===== config.mk =====
export PLATFORM = sky130hd
export DESIGN_NAME = od_line_repeater
export DESIGN_NICKNAME = d
export VERILOG_FILES = /design/src/rtl/od_repeater_pkg.sv /design/src/rtl/od_edge_sync.sv /design/src/rtl/od_repeater_dp.sv /design/src/rtl/od_repeater_ctrl.sv /design/src/rtl/od_line_repeater.sv
export SDC_FILE = /design/constraint.sdc
export NUM_CORES = 1
export LEC_CHECK = 0
export BUFFER_PORTS_ARGS = -buffer_cell sky130_fd_sc_hd__buf_2
export CAP_MARGIN = 10
export CORE_MARGIN = 10
export CORE_UTILIZATION = 56
export CTS_CLUSTER_SIZE = 12
export DETAILED_ROUTE_END_ITERATION = 8
export PLACE_DENSITY = 0.84
export SETUP_SLACK_MARGIN = 0.15
export SYNTH_ARGS = -nofsm -noshare
export SYNTH_HDL_FRONTEND = slang
export SYNTH_HIERARCHICAL = 1
export SYNTH_SLANG_ARGS = --single-unit
export TNS_END_PERCENT = 1

===== constraint.sdc =====
create_clock -name clk -period 2.1 [get_ports clk]
set_input_delay 0.21 -clock clk [delete_from_list [all_inputs] [get_ports clk]]
set_output_delay 0.21 -clock clk [all_outputs]
set_load 0.03 [all_outputs]

===== src/rtl/od_repeater_pkg.sv =====
package od_repeater_pkg;

  // Ownership state of the repeater
  typedef enum logic [2:0] {
    ST_OFF,     // interface inactive: card side held low
    ST_IDLE,    // both sides undriven, waiting for a first fall
    ST_HWAIT,   // host is master, propagation delay running
    ST_HHOLD,   // card side pulled low while host stays low
    ST_HPULSE,  // card side pushed high after host release
    ST_CWAIT,   // card is master, propagation delay running
    ST_CHOLD,   // host side pulled low while card stays low
    ST_CPULSE   // host side pushed high after card release
  } repState_e;

  // Strobes from the control FSM to the datapath
  typedef struct packed {
    logic loadDelay;
    logic loadPulse;
    logic hostLow;
    logic hostHigh;
    logic cardLow;
    logic cardHigh;
  } repStrobe_t;

  localparam int SIDE_HOST = 0;
  localparam int SIDE_CARD = 1;
  localparam int SIDE_COUNT = 2;

endpackage


===== src/rtl/od_edge_sync.sv =====
module od_edge_sync #(
  parameter int STAGES = 2,
  parameter bit RESET_VAL = 1'b1
) (
  input  logic clk,
  input  logic rstN,
  input  logic lineIn,
  output logic lineSync,
  output logic lineFall
);

  logic [STAGES-1:0] shReg;
  logic prevQ;

  always_ff @(posedge clk or negedge rstN) begin
    if (!rstN) begin
      shReg <= {STAGES{RESET_VAL}};
      prevQ <= RESET_VAL;
    end else begin
      shReg <= {shReg[STAGES-2:0], lineIn};
      prevQ <= shReg[STAGES-1];
    end
  end

  assign lineSync = shReg[STAGES-1];
  assign lineFall = prevQ & ~lineSync;

endmodule


===== src/rtl/od_repeater_dp.sv =====
module od_repeater_dp
  import od_repeater_pkg::*;
#(
  parameter int SYNC_STAGES  = 2,
  parameter int DELAY_CYCLES = 14,
  parameter int PULSE_CYCLES = 10
) (
  input  logic       clk,
  input  logic       rstN,
  input  logic       hostLineIn,
  input  logic       cardLineIn,
  input  repStrobe_t strobe,
  output logic       hostHigh,
  output logic       cardHigh,
  output logic       hostFall,
  output logic       cardFall,
  output logic       cntZero,
  output logic       hostPullLow,
  output logic       hostPushHigh,
  output logic       cardPullLow,
  output logic       cardPushHigh
);

  localparam int CNT_MAX = (DELAY_CYCLES > PULSE_CYCLES) ? DELAY_CYCLES : PULSE_CYCLES;
  localparam int CNT_W   = $clog2(CNT_MAX + 1);
  localparam logic [CNT_W-1:0] DELAY_LOAD = CNT_W'(DELAY_CYCLES - 1);
  localparam logic [CNT_W-1:0] PULSE_LOAD = CNT_W'(PULSE_CYCLES - 1);
  localparam int RUN_W = $clog2(PULSE_CYCLES + 2);

  // Input synchronisers, one per side
  logic [SIDE_COUNT-1:0] lineRaw;
  logic [SIDE_COUNT-1:0] lineSyncV;
  logic [SIDE_COUNT-1:0] lineFallV;

  assign lineRaw[SIDE_HOST] = hostLineIn;
  assign lineRaw[SIDE_CARD] = cardLineIn;

  for (genvar s = 0; s < SIDE_COUNT; s++) begin : g_side
    // host idles high; card is held low by the inactive state
    od_edge_sync #(
      .STAGES   (SYNC_STAGES),
      .RESET_VAL(s == SIDE_HOST)
    ) u_sync (
      .clk     (clk),
      .rstN    (rstN),
      .lineIn  (lineRaw[s]),
      .lineSync(lineSyncV[s]),
      .lineFall(lineFallV[s])
    );
  end

  assign hostHigh = lineSyncV[SIDE_HOST];
  assign cardHigh = lineSyncV[SIDE_CARD];
  assign hostFall = lineFallV[SIDE_HOST];
  assign cardFall = lineFallV[SIDE_CARD];

  // Shared timer for delay and pulse
  logic [CNT_W-1:0] cnt;

  always_ff @(posedge clk or negedge rstN) begin
    if (!rstN) begin
      cnt <= '0;
    end else if (strobe.loadDelay) begin
      cnt <= DELAY_LOAD;
    end else if (strobe.loadPulse) begin
      cnt <= PULSE_LOAD;
    end else if (cnt != '0) begin
      cnt <= cnt - 1'b1;
    end
  end

  assign cntZero = (cnt == '0);

  // Registered drive controls
  logic [3:0] drvQ;

  always_ff @(posedge clk or negedge rstN) begin
    if (!rstN) begin
      drvQ <= 4'b0010;
    end else begin
      drvQ <= {strobe.hostLow, strobe.hostHigh, strobe.cardLow, strobe.cardHigh};
    end
  end

  assign hostPullLow  = drvQ[3];
  assign hostPushHigh = drvQ[2];
  assign cardPullLow  = drvQ[1];
  assign cardPushHigh = drvQ[0];

  // Length of the current push-high run
  logic [RUN_W-1:0] pushRun;

  always_ff @(posedge clk or negedge rstN) begin
    if (!rstN) begin
      pushRun <= '0;
    end else if (hostPushHigh || cardPushHigh) begin
      pushRun <= pushRun + 1'b1;
    end else begin
      pushRun <= '0;
    end
  end

  AST_SINGLE_DRIVE: assert property (@(posedge clk) disable iff (!rstN)
    $countones({hostPullLow, hostPushHigh, cardPullLow, cardPushHigh}) <= 1);

  AST_PULSE_BOUND: assert property (@(posedge clk) disable iff (!rstN)
    pushRun <= RUN_W'(PULSE_CYCLES));

endmodule


===== src/rtl/od_repeater_ctrl.sv =====
module od_repeater_ctrl
  import od_repeater_pkg::*;
(
  input  logic       clk,
  input  logic       rstN,
  input  logic       enable,
  input  logic       hostHigh,
  input  logic       cardHigh,
  input  logic       hostFall,
  input  logic       cardFall,
  input  logic       cntZero,
  output repStrobe_t strobe
);

  repState_e state, stateNext;

  always_ff @(posedge clk or negedge rstN) begin
    if (!rstN) state <= ST_OFF;
    else       state <= stateNext;
  end

  always_comb begin
    stateNext = state;
    strobe    = '0;
    case (state)
      ST_OFF:   strobe.cardLow  = 1'b1;
      ST_HHOLD: strobe.cardLow  = 1'b1;
      ST_HPULSE: strobe.cardHigh = 1'b1;
      ST_CHOLD: strobe.hostLow  = 1'b1;
      ST_CPULSE: strobe.hostHigh = 1'b1;
      default: ;
    endcase
    if (!enable) begin
      stateNext = ST_OFF;
    end else begin
      case (state)
        ST_OFF: stateNext = ST_IDLE;
        ST_IDLE: begin
          if (hostFall) begin        // host wins a tie
            stateNext        = ST_HWAIT;
            strobe.loadDelay = 1'b1;
          end else if (cardFall) begin
            stateNext        = ST_CWAIT;
            strobe.loadDelay = 1'b1;
          end
        end
        ST_HWAIT: begin
          if (hostHigh)     stateNext = ST_IDLE;
          else if (cntZero) stateNext = ST_HHOLD;
        end
        ST_HHOLD: begin
          if (hostHigh) begin
            stateNext        = ST_HPULSE;
            strobe.loadPulse = 1'b1;
          end
        end
        ST_HPULSE: if (cntZero) stateNext = ST_IDLE;
        ST_CWAIT: begin
          if (cardHigh)     stateNext = ST_IDLE;
          else if (cntZero) stateNext = ST_CHOLD;
        end
        ST_CHOLD: begin
          if (cardHigh) begin
            stateNext        = ST_CPULSE;
            strobe.loadPulse = 1'b1;
          end
        end
        ST_CPULSE: if (cntZero) stateNext = ST_IDLE;
        default: stateNext = ST_OFF;
      endcase
    end
  end

  AST_HOST_LOCKOUT: assert property (@(posedge clk) disable iff (!rstN)
    (enable && state == ST_HHOLD && !hostHigh) |=> (state == ST_HHOLD));

  AST_CARD_LOCKOUT: assert property (@(posedge clk) disable iff (!rstN)
    (enable && state == ST_CHOLD && !cardHigh) |=> (state == ST_CHOLD));

  AST_TIE_HOST: assert property (@(posedge clk) disable iff (!rstN)
    (enable && state == ST_IDLE && hostFall && cardFall) |=> (state == ST_HWAIT));

endmodule


===== src/rtl/od_line_repeater.sv =====
module od_line_repeater
  import od_repeater_pkg::*;
#(
  parameter int SYNC_STAGES  = 2,
  parameter int DELAY_CYCLES = 14,
  parameter int PULSE_CYCLES = 10
) (
  input  logic clk,
  input  logic rstN,
  input  logic enable,
  input  logic hostLineIn,
  input  logic cardLineIn,
  output logic hostPullLow,
  output logic hostPushHigh,
  output logic cardPullLow,
  output logic cardPushHigh
);

  repStrobe_t strobe;
  logic hostHigh, cardHigh, hostFall, cardFall, cntZero;

  od_repeater_ctrl u_ctrl (
    .clk     (clk),
    .rstN    (rstN),
    .enable  (enable),
    .hostHigh(hostHigh),
    .cardHigh(cardHigh),
    .hostFall(hostFall),
    .cardFall(cardFall),
    .cntZero (cntZero),
    .strobe  (strobe)
  );

  od_repeater_dp #(
    .SYNC_STAGES (SYNC_STAGES),
    .DELAY_CYCLES(DELAY_CYCLES),
    .PULSE_CYCLES(PULSE_CYCLES)
  ) u_dp (
    .clk         (clk),
    .rstN        (rstN),
    .hostLineIn  (hostLineIn),
    .cardLineIn  (cardLineIn),
    .strobe      (strobe),
    .hostHigh    (hostHigh),
    .cardHigh    (cardHigh),
    .hostFall    (hostFall),
    .cardFall    (cardFall),
    .cntZero     (cntZero),
    .hostPullLow (hostPullLow),
    .hostPushHigh(hostPushHigh),
    .cardPullLow (cardPullLow),
    .cardPushHigh(cardPushHigh)
  );

  AST_OFF_CARD_LOW: assert property (@(posedge clk) disable iff (!rstN)
    $past(!enable, 2) |-> cardPullLow);

  AST_OFF_HOST_FREE: assert property (@(posedge clk) disable iff (!rstN)
    $past(!enable, 2) |-> (!hostPullLow && !hostPushHigh));

endmodule


Word level (Yosys, flattened, before mapping):

Cells that the tools add are included.

* bits in registers: 17
* bits of input ports: 5
* output and inout bits: 4

* add/sub/neg operators: 1
* equal/unequal tests: 13
* mux-type cells: 25
* bitwise logic cells: 4
* reductions and logical operators: 7

Operators by type and width (count)
* two-way mux 3 bit: 10
* one-hot mux 3 bit (7 select lines): 1
* == test 3 bit (second input constant): 4
* two-way mux 4 bit: 3
* two-way mux 1 bit: 9
* inequality test 3 x 2 -> 1 bit (second input constant): 3
* inequality test 4 x 3 -> 1 bit (second input constant): 2
* == test 3 x 2 -> 1 bit (second input constant): 2
* AND reduction 6 bit: 1
* zero test 4 bit: 1
* inequality test 4 bit (second input constant): 1
* nonzero test 4 bit: 1
* OR reduction 2 bit: 2
* subtractor 4 x 1 -> 4 bit (second input constant): 1
* == test 3 x 1 -> 1 bit (second input constant): 1
* zero test 3 bit: 1
* nonzero test 3 bit: 1
* AND 1 bit: 2
* two-way mux 2 bit: 1
* NOT 1 bit: 2
* one-hot mux 1 bit (2 select lines): 1

Longest topological paths before layout:

Gate-level depths: netlist of run 1.

* word-level depth: 8
* depth in mapped cells: 8
* mapped depth without buffers: 7

Hierarchy:

Netlist of run 1, hierarchy kept.

By module, submodules not included
* od_repeater_ctrl: instances 1, cells each 58, area an instance 446.7 sq um, seq. area each 75.1 sq um
* od_repeater_dp: instances 1, cells each 26, area an instance 341.6 sq um, seq. area each 201.4 sq um
* od_edge_sync at u_dp.g_side[0].u_sync: instances 1, cells each 4, area an instance 92.6 sq um, seq. area each 78.8 sq um
* od_edge_sync at u_dp.g_side[1].u_sync: instances 1, cells each 4, area an instance 88.8 sq um, seq. area each 75.1 sq um

Worst setup path after synthesis of run 1:

OpenSTA, ideal clock, no wires.

* path kind: register to register
* start: reg u_dp.g_side[0].u_sync.prevQ
* end: reg u_dp.cnt[1]
* arrival time: 1.625 ns
* slack: 0.350 ns
* cell stages (with the launch flop): 6
* buffers on the path: 0
* cells stage by stage: dfstp_2 nor2b_4 nor2_1 nor4_1 nor3_1 mux2_2

RTL lines
* start, declared: RTL line od_edge_sync.sv:13 `logic prevQ;`
* start signal, assigned: RTL line od_edge_sync.sv:21 `prevQ <= shReg[STAGES-1];`
* end signal, assigned: RTL line od_repeater_dp.sv:68 `cnt <= cnt - 1'b1;`
* end, declared: RTL line od_repeater_dp.sv:58 `logic [CNT_W-1:0] cnt;`

Worst setup path in the final report of run 1:

* start: reg u_dp.cnt[0]
* end: reg u_ctrl.state[2]

* word-level cells in the longest chain between the ends: 3

Ends and longest elaborated chain
* zero test 4 bit *: RTL line od_repeater_dp.sv:72 `assign cntZero = (cnt == '0);`
* named net cntZero: RTL line od_line_repeater.sv:20 `logic hostHigh, cardHigh, hostFall, cardFall, cntZero;`
* inequality test 4 x 3 -> 1 bit (no source line) or inequality test 3 x 2 -> 1 bit (tied branches)
* AND reduction 6 bit (no source line) *
* end signal, assigned: RTL line od_repeater_ctrl.sv:19 `else state <= stateNext;`
* end, declared: RTL line od_repeater_ctrl.sv:15 `repState_e state, stateNext;`

The timed path passes the listed nets; every way through them passes the cells marked *.
A chain may end at the register's enable or synchronous reset.

==> results.json, run 1 <==
{
  "postRouteAntennaNets": 0,
  "firstDrtPassIters": 4,
  "ir_drop_mv": 0.655,
  "grt_start_max_net_pins": 21,
  "fin_nets": 113,
  "post-route-period-util_pct": 86.3,
  "cp.required_ns": 2.29,
  "post-route-drc-count": 0,
  "cts_made_buffers": 3,
  "crit_path_max_fanout": 8,
  "syn_nets": 98,
  "fp.dieArea_um2": 3800,
  "powerDensity_nw_per_um2": 1010,
  "cts_tree": "yes",
  "slew_viol_final": 0,
  "diodes": 0,
  "finalSetupTns_ns": 0,
  "cts_resized": 0,
  "drive_gt1_share_pct": 30.2,
  "grt_pass1_vias": 726,
  "rows": 14,
  "drt_wl_total_mm": 1.86,
  "finish.utilization_pct": 67.7,
  "hold_path_class": "primary input to flip-flop",
  "synth_area_per_cell_um2": 10.5,
  "fmax_mhz": 552,
  "synth_cells": 92,
  "viasPerCell": 6.10,
  "setup_slack_ns": 0.287,
  "seqCellArea_um2": 430,
  "grt_pass1_wl_mm": 3.07,
  "cpMaxStageDelayCell": "dfrtp_1",
  "grtUsageTotal_pct": 10.6,
  "drv_cap": 0,
  "synth_cell_types": 39,
  "drt_iter0_drc": 14,
  "hold_depth": 1,
  "clockBufferDepth": 2,
  "worst_pin_slew_ns": 0.610,
  "setup_violations": 0,
  "synth-seq-cells": 17,
  "globalplace.congestion": 0.805,
  "initial_utilization_pct": 61.5,
  "io_buffer_count": 8,
  "insertion_delay_ns": 0.30,
  "multi_input_area_um2": 473,
  "async_flop_share_pct": 100,
  "finalCriticalPeriod_ns": 1.81,
  "cpPeakStageDelay_ns": 0.41,
  "cts_sinks": 17,
  "htree_levels": 1,
  "start_kind": "flip-flop",
  "yosys_warnings": 6,
  "reg2reg_depth": 7,
  "ys.flop_type": "dfrtp_1",
  "total_leakage_power_nw": 0.466,
  "core_um2": 1580,
  "dieHeight_um": 61.6,
  "hold_viol": 0,
  "worst-setup-path-type": "flip-flop to flip-flop",
  "hpwl_mm": 1.24,
  "io_pins": 9,
  "cts-root-buf": "clkbuf_4",
  "finClkSkew_ns": 0.0144,
  "wl_per_cell_um": 15.3,
  "grt_setup_unrepaired": "false",
  "antenna_found_initial": 0,
  "status": "finished, final reports clean",
  "syn_to_final_growth_pct": 10.1,
  "preCtsSetupSlack_ns": 0.266,
  "worstPathArrival_ns": 2.00,
  "crit_chain": "inv_1, ha_1, nor3b_4, nor3b_1, a211oi_1, a21oi_1, o221a_1",
  "end_kind": "flip-flop",
  "clk_pin_slew_ns": 0.10,
  "mappedNetlistArea_um2": 970,
  "synth_enable_flop_cells": 0,
  "vias": 744,
  "nFillCells": 113,
  "relSlewSlack_pct": 59.3,
  "overflow": 0,
  "seq_area_frac_synth_pct": 44.4,
  "die_w_um": 61.6
}
## metrics by stage
stage | hold WS, ns | cells | cell area, um2 | power (mW)
final | 0.0168 | 122 | 1070 | 1.08
after global routing | 0.000749 | 122 | 1070 | 1.16
after CTS | 0.00351 | 118 | 1040 | 1.05
after detailed placement | 0.145 | 113 | 1000 | 0.871
after global placement | 0.143 | 113 | 1000 | 0.848
after floorplan | -0.0856 | 92 | 970 | 0.799
## registers in the layout (all words and copies together), names as in the netlist
register	count
u_ctrl/state	3
u_dp/cnt	4
u_dp/drvQ	4
u_dp/g_side.u_sync/prevQ	2
u_dp/g_side.u_sync/shReg	4
## cells by family after synthesis
group | share of synthesized area, %
AO/OA/AOI/OAI | 13.4
AND/OR/NAND/NOR | 28.9
flip-flops | 44.4
adder cells (fa/ha/maj) | 1.29
buffers and inverters | 6.84
XOR/XNOR | 0.903
multiplexers | 4.26
## final timing paths
path                                                          start                                  endpoint  slack, ns
max in group asynchronous                                      rstN  u_dp/g_side[0].u_sync/shReg[1]$_DFF_PN1_       1.42
min in group asynchronous                                      rstN                    u_dp/drvQ[0]$_DFF_PN0_       0.35
hold reg to reg            u_dp/g_side[0].u_sync/shReg[0]$_DFF_PN1_  u_dp/g_side[0].u_sync/shReg[1]$_DFF_PN1_       0.36
setup / recovery                            u_dp/cnt[0]$_DFFE_PN0P_               u_ctrl/state[2]$_DFFE_PN0P_       0.29
hold / removal                                           hostLineIn  u_dp/g_side[0].u_sync/shReg[0]$_DFF_PN1_       0.02
setup reg to reg                            u_dp/cnt[0]$_DFFE_PN0P_               u_ctrl/state[2]$_DFFE_PN0P_       0.29
## per-layer routing
metal	track usage, %	part of all wire [%]	vias up
met5	0	0	-
met4	5.41	1.4	0
met3	4.53	5.9	6
met2	16.3	48	19
met1	12.5	44	360
li1	-	-	359
## worst max-delay path, delay by kind of cell (launching register included)
family | cells | cell delay (ns)
and+or+nand+nor | 2 | 0.45
DFF | 1 | 0.41
adders and majority gates | 1 | 0.20
buffers and inverters | 1 | 0.07
AOI/OAI and AO/OA | 3 | 0.59
## cells in the final DEF (no fill, tap or decap), drive strengths merged, types with 2 or more instances in the layout
| cell | count |
|---|---|
| dfstp | 4 |
| nor3 | 5 |
| or3 | 2 |
| nand2b | 4 |
| nor2b | 3 |
| a21oi | 6 |
| o21ai | 4 |
| buf | 15 |
| inv | 4 |
| nor2 | 5 |
| nor3b | 9 |
| and3 | 3 |
| clkbuf | 4 |
| mux2i | 3 |
| a211oi | 2 |
| nand2 | 4 |
| dfrtp | 13 |
## power breakdown
part           total [mW]  internal (mW)  switching, mW
Combinational       0.421          0.225          0.196
Sequential          0.484          0.400         0.0843
Clock               0.171         0.0740         0.0968
Total                1.08          0.699          0.377
## area by class of cell
| type | instances | area share (%) |
|---|---|---|
| flip-flops and latches | 17 | 40.3 |
| inverters | 4 | 1.41 |
| multi-input cells | 65 | 44.3 |
| repair buffers | 16 | 9.61 |
| clock buffers | 4 | 2.46 |
| well taps | 16 | 1.88 |
## what timing repair did
item	CTS	global route
hold buffers	1	0
endpoints found under the hold margin	13	0
buffers inserted	0	4
endpoints found under the setup margin	0	3
## synthesized netlist by cell type (all sizes together), types with 2 or more instances
cell    instances  area [um2]
inv             4        15.0
nor3            5        30.0
nand2b          4        25.0
and3            3        23.8
nand2           4        15.0
o21ai           4        20.0
mux2i           3        30.0
dfstp           4         105
nor3b           9        93.9
nor2            5        18.8
a21oi           6        30.0
dfrtp          13         325
or3             2        12.5
buf             6        51.3
a211oi          2        15.0
nor2b           3        33.8
Power figures use the tool's default switching activity.
==> run 2: changes to the inputs <==
- HOLD_SLACK_MARGIN: default -> 0.1
- RECOVER_POWER: default -> 25
==> run 2 against run 1 <==
Effect of this change:
- count of clock-buffer cells in the layout is the same
- total power up 0.29%
- via count up 1.9%
- highest routed layer unchanged
- cell count increased by 1.6%
- largest cell class unchanged
- sequential share of layout area fell by 0.70 points
- fmax down 0.96%
- clock skew barely moved
==> results.json, run 2 (synthesis results as in run 1) <==
{
  "crit_buf_inv": 1,
  "grt_pass1_vias": 732,
  "multi_input_area_um2": 473,
  "io_pins": 9,
  "post-route-period-util_pct": 87.2,
  "rows": 14,
  "largestRegisters": "u_dp/cnt: 4 flops, u_dp/drvQ: 4 flops, u_dp/g_side.u_sync/shReg: 4 flops",
  "globalplace.congestion": 0.805,
  "pwr-share-seq_pct": 44.9,
  "globalRouteMet2Util_pct": 16.5,
  "vias": 758,
  "cpMaxStageDelayCell": "dfrtp_1",
  "ir_drop_mv": 0.652,
  "overflow": 0,
  "timing.hold.ws_ns": 0.193,
  "cts_sinks": 17,
  "drt_iter0_drc": 14,
  "swShare_pct": 35.0,
  "cts-root-buf": "clkbuf_4",
  "hold_viol": 0,
  "viasPerCell": 6.11,
  "clk_pin_slew_ns": 0.10,
  "end_kind": "flip-flop",
  "hpwl_mm": 1.24,
  "clockBufferDepth": 2,
  "clkPwrFrac_pct": 15.8,
  "die_w_um": 61.6,
  "relSlewSlack_pct": 40.4,
  "finClkSkew_ns": 0.0148,
  "core_um2": 1580,
  "cpPeakStageDelay_ns": 0.41,
  "drive_gt1_share_pct": 28.7,
  "finalCriticalPeriod_ns": 1.83,
  "cts_tree": "yes",
  "drt_wl_total_mm": 1.88,
  "worstPathArrival_ns": 2.02,
  "grt_setup_unrepaired": "false",
  "wl_per_cell_um": 15.1,
  "insertion_delay_ns": 0.29,
  "worst_pin_slew_ns": 0.894,
  "io_buffer_count": 8,
  "p_int_mw": 0.701,
  "fin_nets": 115,
  "worst-setup-path-type": "flip-flop to flip-flop",
  "finalSetupTns_ns": 0,
  "fmax_mhz": 546,
  "mostFrequentLayoutCell": "dfrtp_1",
  "layout_common_cells": "dfrtp_1, buf_2, buf_4, a21oi_1",
  "grtUsageMet1_pct": 12.5,
  "pwr-share-comb_pct": 39.3,
  "diodes": 0,
  "post-route-drc-count": 0,
  "seqCellArea_um2": 430,
  "p_switching_mw": 0.378,
  "grt_start_max_net_pins": 21,
  "initial_utilization_pct": 61.5,
  "total_leakage_power_nw": 0.472,
  "grtUsageTotal_pct": 10.7,
  "cts_made_buffers": 3,
  "setup_violations": 0,
  "cp.required_ns": 2.29,
  "fp.dieArea_um2": 3800,
  "drv_cap": 0,
  "slew_viol_final": 0,
  "grt.met3_usage_pct": 4.53,
  "dieHeight_um": 61.6,
  "hold_path_class": "primary input to flip-flop",
  "crit_chain": "inv_1, ha_1, nor3b_4, nor3b_1, a211oi_1, a21oi_1, o221a_1",
  "start_kind": "flip-flop",
  "antenna_found_initial": 0,
  "postRouteAntennaNets": 0,
  "nFillCells": 112,
  "syn_to_final_growth_pct": 12.0,
  "firstDrtPassIters": 4,
  "htree_levels": 1,
  "top_usage_layer": "met2",
  "powerDensity_nw_per_um2": 993,
  "status": "finished, final reports clean",
  "cp_top_family": "compound AO/OA/AOI/OAI gates",
  "crit_path_max_fanout": 8,
  "grt_pass1_wl_mm": 3.09
}
run 2: cell count changes in the layout (fill, tap and decap cells not counted), sizes merged:
cell	before	now
dlygate4sd3	1	3
buf	15	14
clkbuf	4	5
run 2: area by class of cell:
type                       count  area share, %
tap                           16           1.84
sequential                    17           39.6
timing repair buffer          18           11.2
multi-input combinational     65           43.5
inverter                       4           1.38
clock buffer                   4           2.42
run 2: path summary, 6_finish.rpt:
check                                                          from                                  endpoint  slack (ns)  cells past startpoint
min in group asynchronous                                      rstN                    u_dp/drvQ[0]$_DFF_PN0_        0.54                      2
setup reg to reg                            u_dp/cnt[0]$_DFFE_PN0P_               u_ctrl/state[2]$_DFFE_PN0P_        0.27                      7
hold / removal                                               enable               u_ctrl/state[2]$_DFFE_PN0P_        0.19                      2
max in group asynchronous                                      rstN     u_dp/g_side[1].u_sync/prevQ$_DFF_PN0_        0.99                      2
setup / recovery                            u_dp/cnt[0]$_DFFE_PN0P_               u_ctrl/state[2]$_DFFE_PN0P_        0.27                      7
hold reg to reg            u_dp/g_side[0].u_sync/shReg[0]$_DFF_PN1_  u_dp/g_side[0].u_sync/shReg[1]$_DFF_PN1_        0.36                      0
run 2: timing repair:
item / CTS / global route
setup endpoints to repair: 0 / 3
hold buffers: 3 / 0
hold endpoints to repair: 15 / 0
buffers inserted: 0 / 4
gates resized for setup: 0 / 0
run 2: power by group through the flow:
stage	combinational [mW]	clock, mW	sequential (mW)
finish	0.424	0.170	0.484
global route	0.473	0.192	0.495
CTS	0.389	0.178	0.482
detailed placement	0.384	0	0.487
global placement	0.364	0	0.484
floorplan	0.321	0	0.478
run 2: per-stage QoR:
stage / worst slack (ns) / total power [mW] / util, % / area (um2) / std cells
2_1_floorplan: 0.350 / 0.799 / - / 970 / 92
3_3_place_gp: 0.319 / 0.848 / 63.5 / 1000 / 113
3_5_place_dp: 0.266 / 0.871 / 63.5 / 1000 / 113
4_1_cts: 0.227 / 1.05 / 67.1 / 1060 / 120
5_1_grt: 0.140 / 1.16 / 68.9 / 1090 / 124
6_report: 0.270 / 1.08 / 68.9 / 1090 / 124
run 2: metal layers:
| metal | part of all wire, % | vias to the layer above |
|---|---|---|
| li1 | - | 361 |
| met1 | 44 | 372 |
| met2 | 49 | 22 |
| met3 | 6.3 | 3 |
| met4 | 0.53 | 0 |
| met5 | 0 | - |
